File: src/rtl/pio_timer_pkg.sv
package pio_timer_pkg;

  typedef enum logic [1:0] {
    PH_IDLE    = 2'd0,
    PH_ACTIVE  = 2'd1,
    PH_RECOVER = 2'd2
  } phase_e;

  // strobes from the sequencer to the datapath
  typedef struct packed {
    logic accept;       // latch the requested unit's timing, load active count
    logic loadRecover;  // load the recovery count
    logic countEn;      // advance the counter
    logic inRecover;    // selects which end value terminates the count
  } pio_ctl_s;

  localparam logic [4:0] ACTIVE_END  = 5'd16;
  localparam logic [4:0] RECOVER_END = 5'd15;

endpackage

File: src/rtl/pio_timer_datapath.sv
module pio_timer_datapath
  import pio_timer_pkg::*;
#(
  parameter int NUM_UNITS    = 4,
  parameter int DEV_PER_CHAN = 2,
  parameter int CHAN_W       = 1,
  parameter int DEV_W        = 1,
  parameter int ADDR_W       = 8,
  parameter int TIMING_BASE  = 32,
  parameter int ENABLE_ADDR  = 12,
  parameter int STATUS_ADDR  = 13,
  parameter int ENABLE_SHIFT = 4
) (
  input  logic              clk,
  input  logic              rstN,
  input  logic              regWrEn,
  input  logic [ADDR_W-1:0] regAddr,
  input  logic [7:0]        regWrData,
  output logic [7:0]        regRdData,
  input  logic [1:0]        wrBufBusy,
  input  logic [CHAN_W-1:0] reqChan,
  input  logic [DEV_W-1:0]  reqDev,
  input  logic              reqWrite,
  input  logic              iordy,
  input  pio_ctl_s          ctl,
  output logic              cntDone,
  output logic              stall,
  output logic              curWrite
);

  localparam int UNIT_W = (NUM_UNITS > 1) ? $clog2(NUM_UNITS) : 1;
  localparam logic [ADDR_W-1:0] EN_A = ADDR_W'(ENABLE_ADDR);
  localparam logic [ADDR_W-1:0] ST_A = ADDR_W'(STATUS_ADDR);

  logic [15:0] timingW [NUM_UNITS];
  logic [7:0]  enQ, pendQ;
  logic        pendV;
  logic [4:0]  cntQ;
  logic [3:0]  curRecNib;
  logic        curHonour;
  logic        bufBusy;

  assign bufBusy = |wrBufBusy;

  // per-unit timing words
  for (genvar g = 0; g < NUM_UNITS; g++) begin : g_unit
    localparam logic [ADDR_W-1:0] LO_A = ADDR_W'(TIMING_BASE + 2 * g);
    localparam logic [ADDR_W-1:0] HI_A = ADDR_W'(TIMING_BASE + 2 * g + 1);
    logic [15:0] wordQ;
    always_ff @(posedge clk or negedge rstN) begin
      if (!rstN) begin
        wordQ <= '0;
      end else if (regWrEn) begin
        if (regAddr == LO_A) wordQ[7:0]  <= regWrData;
        if (regAddr == HI_A) wordQ[15:8] <= regWrData;
      end
    end
    assign timingW[g] = wordQ;
  end

  // enable byte with write held while write buffers are busy
  always_ff @(posedge clk or negedge rstN) begin
    if (!rstN) begin
      enQ   <= '0;
      pendQ <= '0;
      pendV <= 1'b0;
    end else if (regWrEn && regAddr == EN_A) begin
      if (bufBusy) begin
        pendQ <= regWrData;
        pendV <= 1'b1;
      end else begin
        enQ   <= regWrData;
        pendV <= 1'b0;
      end
    end else if (pendV && !bufBusy) begin
      enQ   <= pendQ;
      pendV <= 1'b0;
    end
  end

  // register read mux
  always_comb begin
    regRdData = '0;
    for (int u = 0; u < NUM_UNITS; u++) begin
      if (regAddr == ADDR_W'(TIMING_BASE + 2 * u))     regRdData = timingW[u][7:0];
      if (regAddr == ADDR_W'(TIMING_BASE + 2 * u + 1)) regRdData = timingW[u][15:8];
    end
    if (regAddr == EN_A) regRdData = enQ;
    if (regAddr == ST_A) regRdData = {6'b0, wrBufBusy};
  end

  // request decode
  logic [UNIT_W-1:0] reqUnit;
  logic [15:0]       selWord;
  logic [7:0]        selByte;
  logic [7:0]        enShifted;

  assign reqUnit   = UNIT_W'(reqChan) * UNIT_W'(DEV_PER_CHAN) + UNIT_W'(reqDev);
  assign selWord   = timingW[reqUnit];
  assign selByte   = reqWrite ? selWord[15:8] : selWord[7:0];
  assign enShifted = enQ >> (ENABLE_SHIFT + int'(reqUnit));

  // cycle latch and complemented-reload counter
  always_ff @(posedge clk or negedge rstN) begin
    if (!rstN) begin
      cntQ      <= '0;
      curRecNib <= '0;
      curHonour <= 1'b0;
      curWrite  <= 1'b0;
    end else begin
      if (ctl.accept) begin
        cntQ      <= {1'b0, selByte[3:0]};
        curRecNib <= selByte[7:4];
        curHonour <= ~enShifted[0];
        curWrite  <= reqWrite;
      end else if (ctl.loadRecover) begin
        cntQ <= {1'b0, curRecNib};
      end else if (ctl.countEn) begin
        cntQ <= cntQ + 5'd1;
      end
    end
  end

  assign cntDone = ctl.inRecover ? (cntQ == RECOVER_END) : (cntQ == ACTIVE_END);
  assign stall   = curHonour && !iordy;

  assert_cnt_range_R3: assert property (@(posedge clk) disable iff (!rstN)
    cntQ <= ACTIVE_END);

  assert_enable_held_R9: assert property (@(posedge clk) disable iff (!rstN)
    bufBusy |=> $stable(enQ) || $past(regWrEn && regAddr == EN_A) == 1'b0 && $stable(enQ));

  assert_cycle_latched_R10: assert property (@(posedge clk) disable iff (!rstN)
    !ctl.accept |=> $stable(curRecNib) && $stable(curWrite) && $stable(curHonour));

endmodule

File: src/rtl/pio_timer_ctrl.sv
module pio_timer_ctrl
  import pio_timer_pkg::*;
(
  input  logic     clk,
  input  logic     rstN,
  input  logic     reqValid,
  input  logic     cntDone,
  input  logic     stall,
  input  logic     curWrite,
  output pio_ctl_s ctl,
  output logic     busy,
  output logic     done,
  output logic     diorN,
  output logic     diowN
);

  phase_e phaseQ, phaseD;
  logic   doneQ, doneD;

  always_comb begin
    phaseD          = phaseQ;
    doneD           = 1'b0;
    ctl             = '0;
    ctl.inRecover   = (phaseQ == PH_RECOVER);
    unique case (phaseQ)
      PH_IDLE: begin
        if (reqValid) begin
          ctl.accept = 1'b1;
          phaseD     = PH_ACTIVE;
        end
      end
      PH_ACTIVE: begin
        if (!stall) begin
          if (cntDone) begin
            ctl.loadRecover = 1'b1;
            phaseD          = PH_RECOVER;
          end else begin
            ctl.countEn = 1'b1;
          end
        end
      end
      PH_RECOVER: begin
        if (cntDone) begin
          phaseD = PH_IDLE;
          doneD  = 1'b1;
        end else begin
          ctl.countEn = 1'b1;
        end
      end
      default: phaseD = PH_IDLE;
    endcase
  end

  always_ff @(posedge clk or negedge rstN) begin
    if (!rstN) begin
      phaseQ <= PH_IDLE;
      doneQ  <= 1'b0;
    end else begin
      phaseQ <= phaseD;
      doneQ  <= doneD;
    end
  end

  assign busy  = (phaseQ != PH_IDLE);
  assign done  = doneQ;
  assign diorN = !((phaseQ == PH_ACTIVE) && !curWrite);
  assign diowN = !((phaseQ == PH_ACTIVE) && curWrite);

  assert_done_pulse_R5: assert property (@(posedge clk) disable iff (!rstN)
    done |=> !done);

  assert_done_idle_R5: assert property (@(posedge clk) disable iff (!rstN)
    done |-> !busy && $past(busy));

  assert_iordy_hold_R7: assert property (@(posedge clk) disable iff (!rstN)
    (phaseQ == PH_ACTIVE && stall) |=> (phaseQ == PH_ACTIVE));

  assert_one_strobe_R4: assert property (@(posedge clk) disable iff (!rstN)
    !(!diorN && !diowN));

endmodule

File: src/rtl/pio_strobe_timer.sv
module pio_strobe_timer
  import pio_timer_pkg::*;
#(
  parameter int NUM_CHAN     = 2,
  parameter int DEV_PER_CHAN = 2,
  parameter int ADDR_W       = 8,
  parameter int TIMING_BASE  = 32,
  parameter int ENABLE_ADDR  = 12,
  parameter int STATUS_ADDR  = 13,
  parameter int ENABLE_SHIFT = 4,
  localparam int NUM_UNITS   = NUM_CHAN * DEV_PER_CHAN,
  localparam int CHAN_W      = (NUM_CHAN > 1) ? $clog2(NUM_CHAN) : 1,
  localparam int DEV_W       = (DEV_PER_CHAN > 1) ? $clog2(DEV_PER_CHAN) : 1
) (
  input  logic              clk,
  input  logic              rstN,
  input  logic              regWrEn,
  input  logic [ADDR_W-1:0] regAddr,
  input  logic [7:0]        regWrData,
  output logic [7:0]        regRdData,
  input  logic [1:0]        wrBufBusy,
  input  logic              reqValid,
  input  logic [CHAN_W-1:0] reqChan,
  input  logic [DEV_W-1:0]  reqDev,
  input  logic              reqWrite,
  input  logic              iordy,
  output logic              busy,
  output logic              done,
  output logic              diorN,
  output logic              diowN
);

  pio_ctl_s ctl;
  logic     cntDone, stall, curWrite;

  pio_timer_datapath #(
    .NUM_UNITS(NUM_UNITS), .DEV_PER_CHAN(DEV_PER_CHAN), .CHAN_W(CHAN_W),
    .DEV_W(DEV_W), .ADDR_W(ADDR_W), .TIMING_BASE(TIMING_BASE),
    .ENABLE_ADDR(ENABLE_ADDR), .STATUS_ADDR(STATUS_ADDR),
    .ENABLE_SHIFT(ENABLE_SHIFT)
  ) u_dp (
    .clk(clk), .rstN(rstN), .regWrEn(regWrEn), .regAddr(regAddr),
    .regWrData(regWrData), .regRdData(regRdData), .wrBufBusy(wrBufBusy),
    .reqChan(reqChan), .reqDev(reqDev), .reqWrite(reqWrite), .iordy(iordy),
    .ctl(ctl), .cntDone(cntDone), .stall(stall), .curWrite(curWrite)
  );

  pio_timer_ctrl u_ctrl (
    .clk(clk), .rstN(rstN), .reqValid(reqValid), .cntDone(cntDone),
    .stall(stall), .curWrite(curWrite), .ctl(ctl), .busy(busy),
    .done(done), .diorN(diorN), .diowN(diowN)
  );

endmodule

File: config.mk
export PLATFORM = sky130hd
export DESIGN_NAME = pio_strobe_timer
export DESIGN_NICKNAME = d
export VERILOG_FILES = /design/src/rtl/pio_timer_pkg.sv /design/src/rtl/pio_timer_datapath.sv /design/src/rtl/pio_timer_ctrl.sv /design/src/rtl/pio_strobe_timer.sv
export SDC_FILE = /design/constraint.sdc
export NUM_CORES = 1
export LEC_CHECK = 0
export BUFFER_PORTS_ARGS = -buffer_cell sky130_fd_sc_hd__buf_2
export CAP_MARGIN = 30
export CORE_MARGIN = 2
export CORE_UTILIZATION = 55
export CTS_CLUSTER_DIAMETER = 30
export CTS_CLUSTER_SIZE = 8
export DETAILED_ROUTE_END_ITERATION = 7
export PLACE_DENSITY = 0.74
export SLEW_MARGIN = 30
export SYNTH_ARGS = -nofsm -noshare
export SYNTH_HDL_FRONTEND = slang
export SYNTH_SLANG_ARGS = --single-unit
File: constraint.sdc
create_clock -name clk -period 4 [get_ports clk]
set_input_delay 0.2 -clock clk [delete_from_list [all_inputs] [get_ports clk]]
set_output_delay 0.2 -clock clk [all_outputs]
set_load 0.02 [all_outputs]
==> flow_summary.json <==
{
  "fin_nets": 490,
  "gp_congestion": 0.935,
  "crit_path_start_kind": "input pin",
  "synth_top_family_by_area": "multiplexers",
  "cts_hold_buf": 1,
  "ir_worst_vdd_mv": 0.182,
  "grt_first_pass_wirelength_um": 19900,
  "rsz0062_at_grt": "false",
  "route.detailed.drc": 0,
  "area_growth_pct": 7.80,
  "synth_compound_area_share_pct": 10.7,
  "cp_top_family": "simple AND/OR/NAND/NOR gates",
  "numCtsBuffers": 9,
  "ys_types": 68,
  "cts_tree": "built",
  "num_vias": 3764,
  "slew_headroom_pct": 44.6,
  "status": "finished clean",
  "worst-setup-path-type": "input pin to output pin",
  "p_int_uw": 1580,
  "slowest_delay_ps": 720,
  "tns_ps": 0,
  "cp.arrival_ps": 2470,
  "synth_top_area_share_pct": 44.8,
  "coreArea_um2": 9280,
  "grt_max_degree": 67,
  "synth_edf_count": 0,
  "clock_latency_ps": 370,
  "yosysSeqAreaShare_pct": 44.8,
  "maxCapViolCount": 0,
  "clock-sinks": 95,
  "finalMaxSlewViolations": 0,
  "gr-total-overflow": 0,
  "critPathBufInv": 3,
  "synth.area.top_cells": "dfrtp_1, mux2_2, mux4_2, mux2i_1, nor2_1",
  "drt_iter0_markers": 332,
  "netlist_area_um2": 5310,
  "grt_pass1_vias": 3634,
  "ctsHtreeMaxLevel": 3,
  "leakage_uw": 0.00260,
  "synth_xor_area_share_pct": 0.165,
  "finalSetupViolCount": 0,
  "switching_power_uw": 728,
  "fp.dieH_um": 102,
  "finalPower_uw": 2310,
  "cp_common_cell": "buf_2",
  "drive_above_1_share_pct": 36.2,
  "fmax_mhz": 375,
  "drt-total-wl_um": 12500,
  "fin_crit_ps": 2670,
  "place_hpwl_um": 8660,
  "numPortBuffers": 37,
  "yosys.area_share.simple_pct": 10.5,
  "ys_ff_latch": 95,
  "synth-adder-area-share_pct": 1.18,
  "worstMarginPinSlew_ps": 832,
  "die-area_um2": 10500,
  "antenna_found_initial": 0,
  "ios": 38,
  "postSynthCellCount": 439,
  "pwr_density_cell_nw_per_um2": 404,
  "rrSetupSlack_ps": 1940,
  "grt_usage_pct": 25.8,
  "hp-class": "input pin to flip-flop",
  "start_util_pct": 57.2,
  "synth.area.mux_share_pct": 29.2,
  "pwr-share-comb_pct": 23.0,
  "yosys_warnings": 0,
  "final_common_cell": "dfrtp_1",
  "root_buffer": "clkbuf_8",
  "ys.flop_type": "dfrtp_1",
  "critPathMaxFanout": 20,
  "clk_pin_slew_worst_paths_ps": 90,
  "p_seq_share_pct": 48.8,
  "skew_ps": 9.20,
  "syn_nets": 470,
  "cts_resized": 0,
  "placed_area_um2": 5520,
  "syn_avg_cell_area_um2": 12.1,
  "die_x_um": 102,
  "clockBufferDepth": 2,
  "clkPwrFrac_pct": 28.2,
  "finalHoldViolCount": 0,
  "finalCritPeriodShare_pct": 66.7,
  "synth_top_area_cell": "dfrtp_1",
  "fp-row-count": 35,
  "swShare_pct": 31.5,
  "ant_nets": 0,
  "crit_slowest_cell": "nor3_2",
  "wl_per_cell_um": 21.0,
  "cp_data_required_time_ps": 3800,
  "cp-end-kind": "output pin",
  "antennaDiodeCount": 0,
  "path_cells": "buf_2 -> inv_2 -> nor3_2 -> nand2_1 -> o221ai_1 -> o221a_2 -> buf_2",
  "final_cell_mix": "dfrtp_1, mux2_2, buf_2",
  "synthArstFlopShare_pct": 100,
  "via_per_inst": 6.35,
  "design_area_um2": 5720,
  "post_cts_buffers": 0,
  "firstDrtPassIters": 5
}
==> path summary, 6_finish.rpt <==
check	startpoint	endpoint	cells past startpoint
max	regAddr[2]	regRdData[6]	7
min	wrBufBusy[1]	u_dp.pendV	3
max reg2reg	u_ctrl.phaseQ[0]	u_dp.cntQ[0]	7
min reg2reg	u_dp.curHonour	u_dp.curHonour	2
max in group asynchronous	rstN	u_dp.g_unit[3].wordQ[11]	3
min in group asynchronous	rstN	u_dp.curWrite	2
==> cell families after synthesis <==
kind of cell	after synthesis
buf+inv	39
simple gates	102
flops	95
compound gates	76
xor+xnor	1
mux	121
fa+ha+maj	5
==> final cells by class <==
cell class | instances | area, um2
Fill cell | 749 | 3560
Multi-Input combinational cell | 305 | 2750
Sequential cell | 95 | 2380
Timing Repair Buffer | 40 | 213
Tap cell | 129 | 161
Clock buffer | 10 | 128
Clock inverter | 6 | 67.6
Inverter | 8 | 30.0
==> per-layer routing <==
metal  track usage (%)  vias up  wire, um
met2              39.3      166      5780
li1                  -     1683         -
met5                 0        -         0
met3              3.90       48       672
met4              11.8        0       440
met1              36.9     1867      5580
==> power by group through the flow <==
stage	clock [uW]	combinational (uW)	sequential, uW
floorplan	0	414	1120
CTS	665	536	1130
detailed placement	0	534	1150
finish	652	531	1130
global placement	0	511	1140
global route	702	589	1140
==> cell usage after synthesis, drive strengths merged (3+ instances only) <==
| cell type | n |
|---|---|
| a31oi | 3 |
| o221ai | 4 |
| dfrtp | 95 |
| inv | 7 |
| nand2 | 21 |
| nor2b | 9 |
| mux2i | 24 |
| o221a | 3 |
| a21oi | 19 |
| nor3 | 9 |
| mux2 | 78 |
| o21ai | 15 |
| ha | 5 |
| or3 | 4 |
| nand2b | 5 |
| o22ai | 4 |
| and3 | 3 |
| buf | 26 |
| a211oi | 3 |
| mux4 | 19 |
| clkbuf | 5 |
| nand3 | 11 |
| or2 | 3 |
| nor2 | 28 |
==> flip-flops by register name, summed over array words and instances (netlist names) <==
register and flops:
u_ctrl.phaseQ 2, u_dp.curRecNib 4, u_dp.curHonour 1, u_dp.g_unit.wordQ 64
u_dp.cntQ 5, u_dp.curWrite 1, u_dp.pendV 1, u_dp.pendQ 8
u_dp.enQ 8, u_ctrl.done 1
==> worst reg2reg max path, delay by kind of cell, from the launching register on <==
kind / cells / cell delay, ps
compound gates: 2 / 610
buf+inv: 1 / 90
flops: 1 / 400
simple gates: 2 / 370
mux: 1 / 170
fa+ha+maj: 1 / 310
==> per-stage QoR <==
stage               instances  hold slack (ps)  setup slack, ps  util (%)
floorplan                 439            -95.6             2020         -
finish                    593              128             1330      61.6
global placement          576              346             1520      59.4
detailed placement        576              356             1460      59.4
CTS                       593              118             1440      61.6
global route              593              140             1230      61.6
Power figures use the tool's default switching activity.
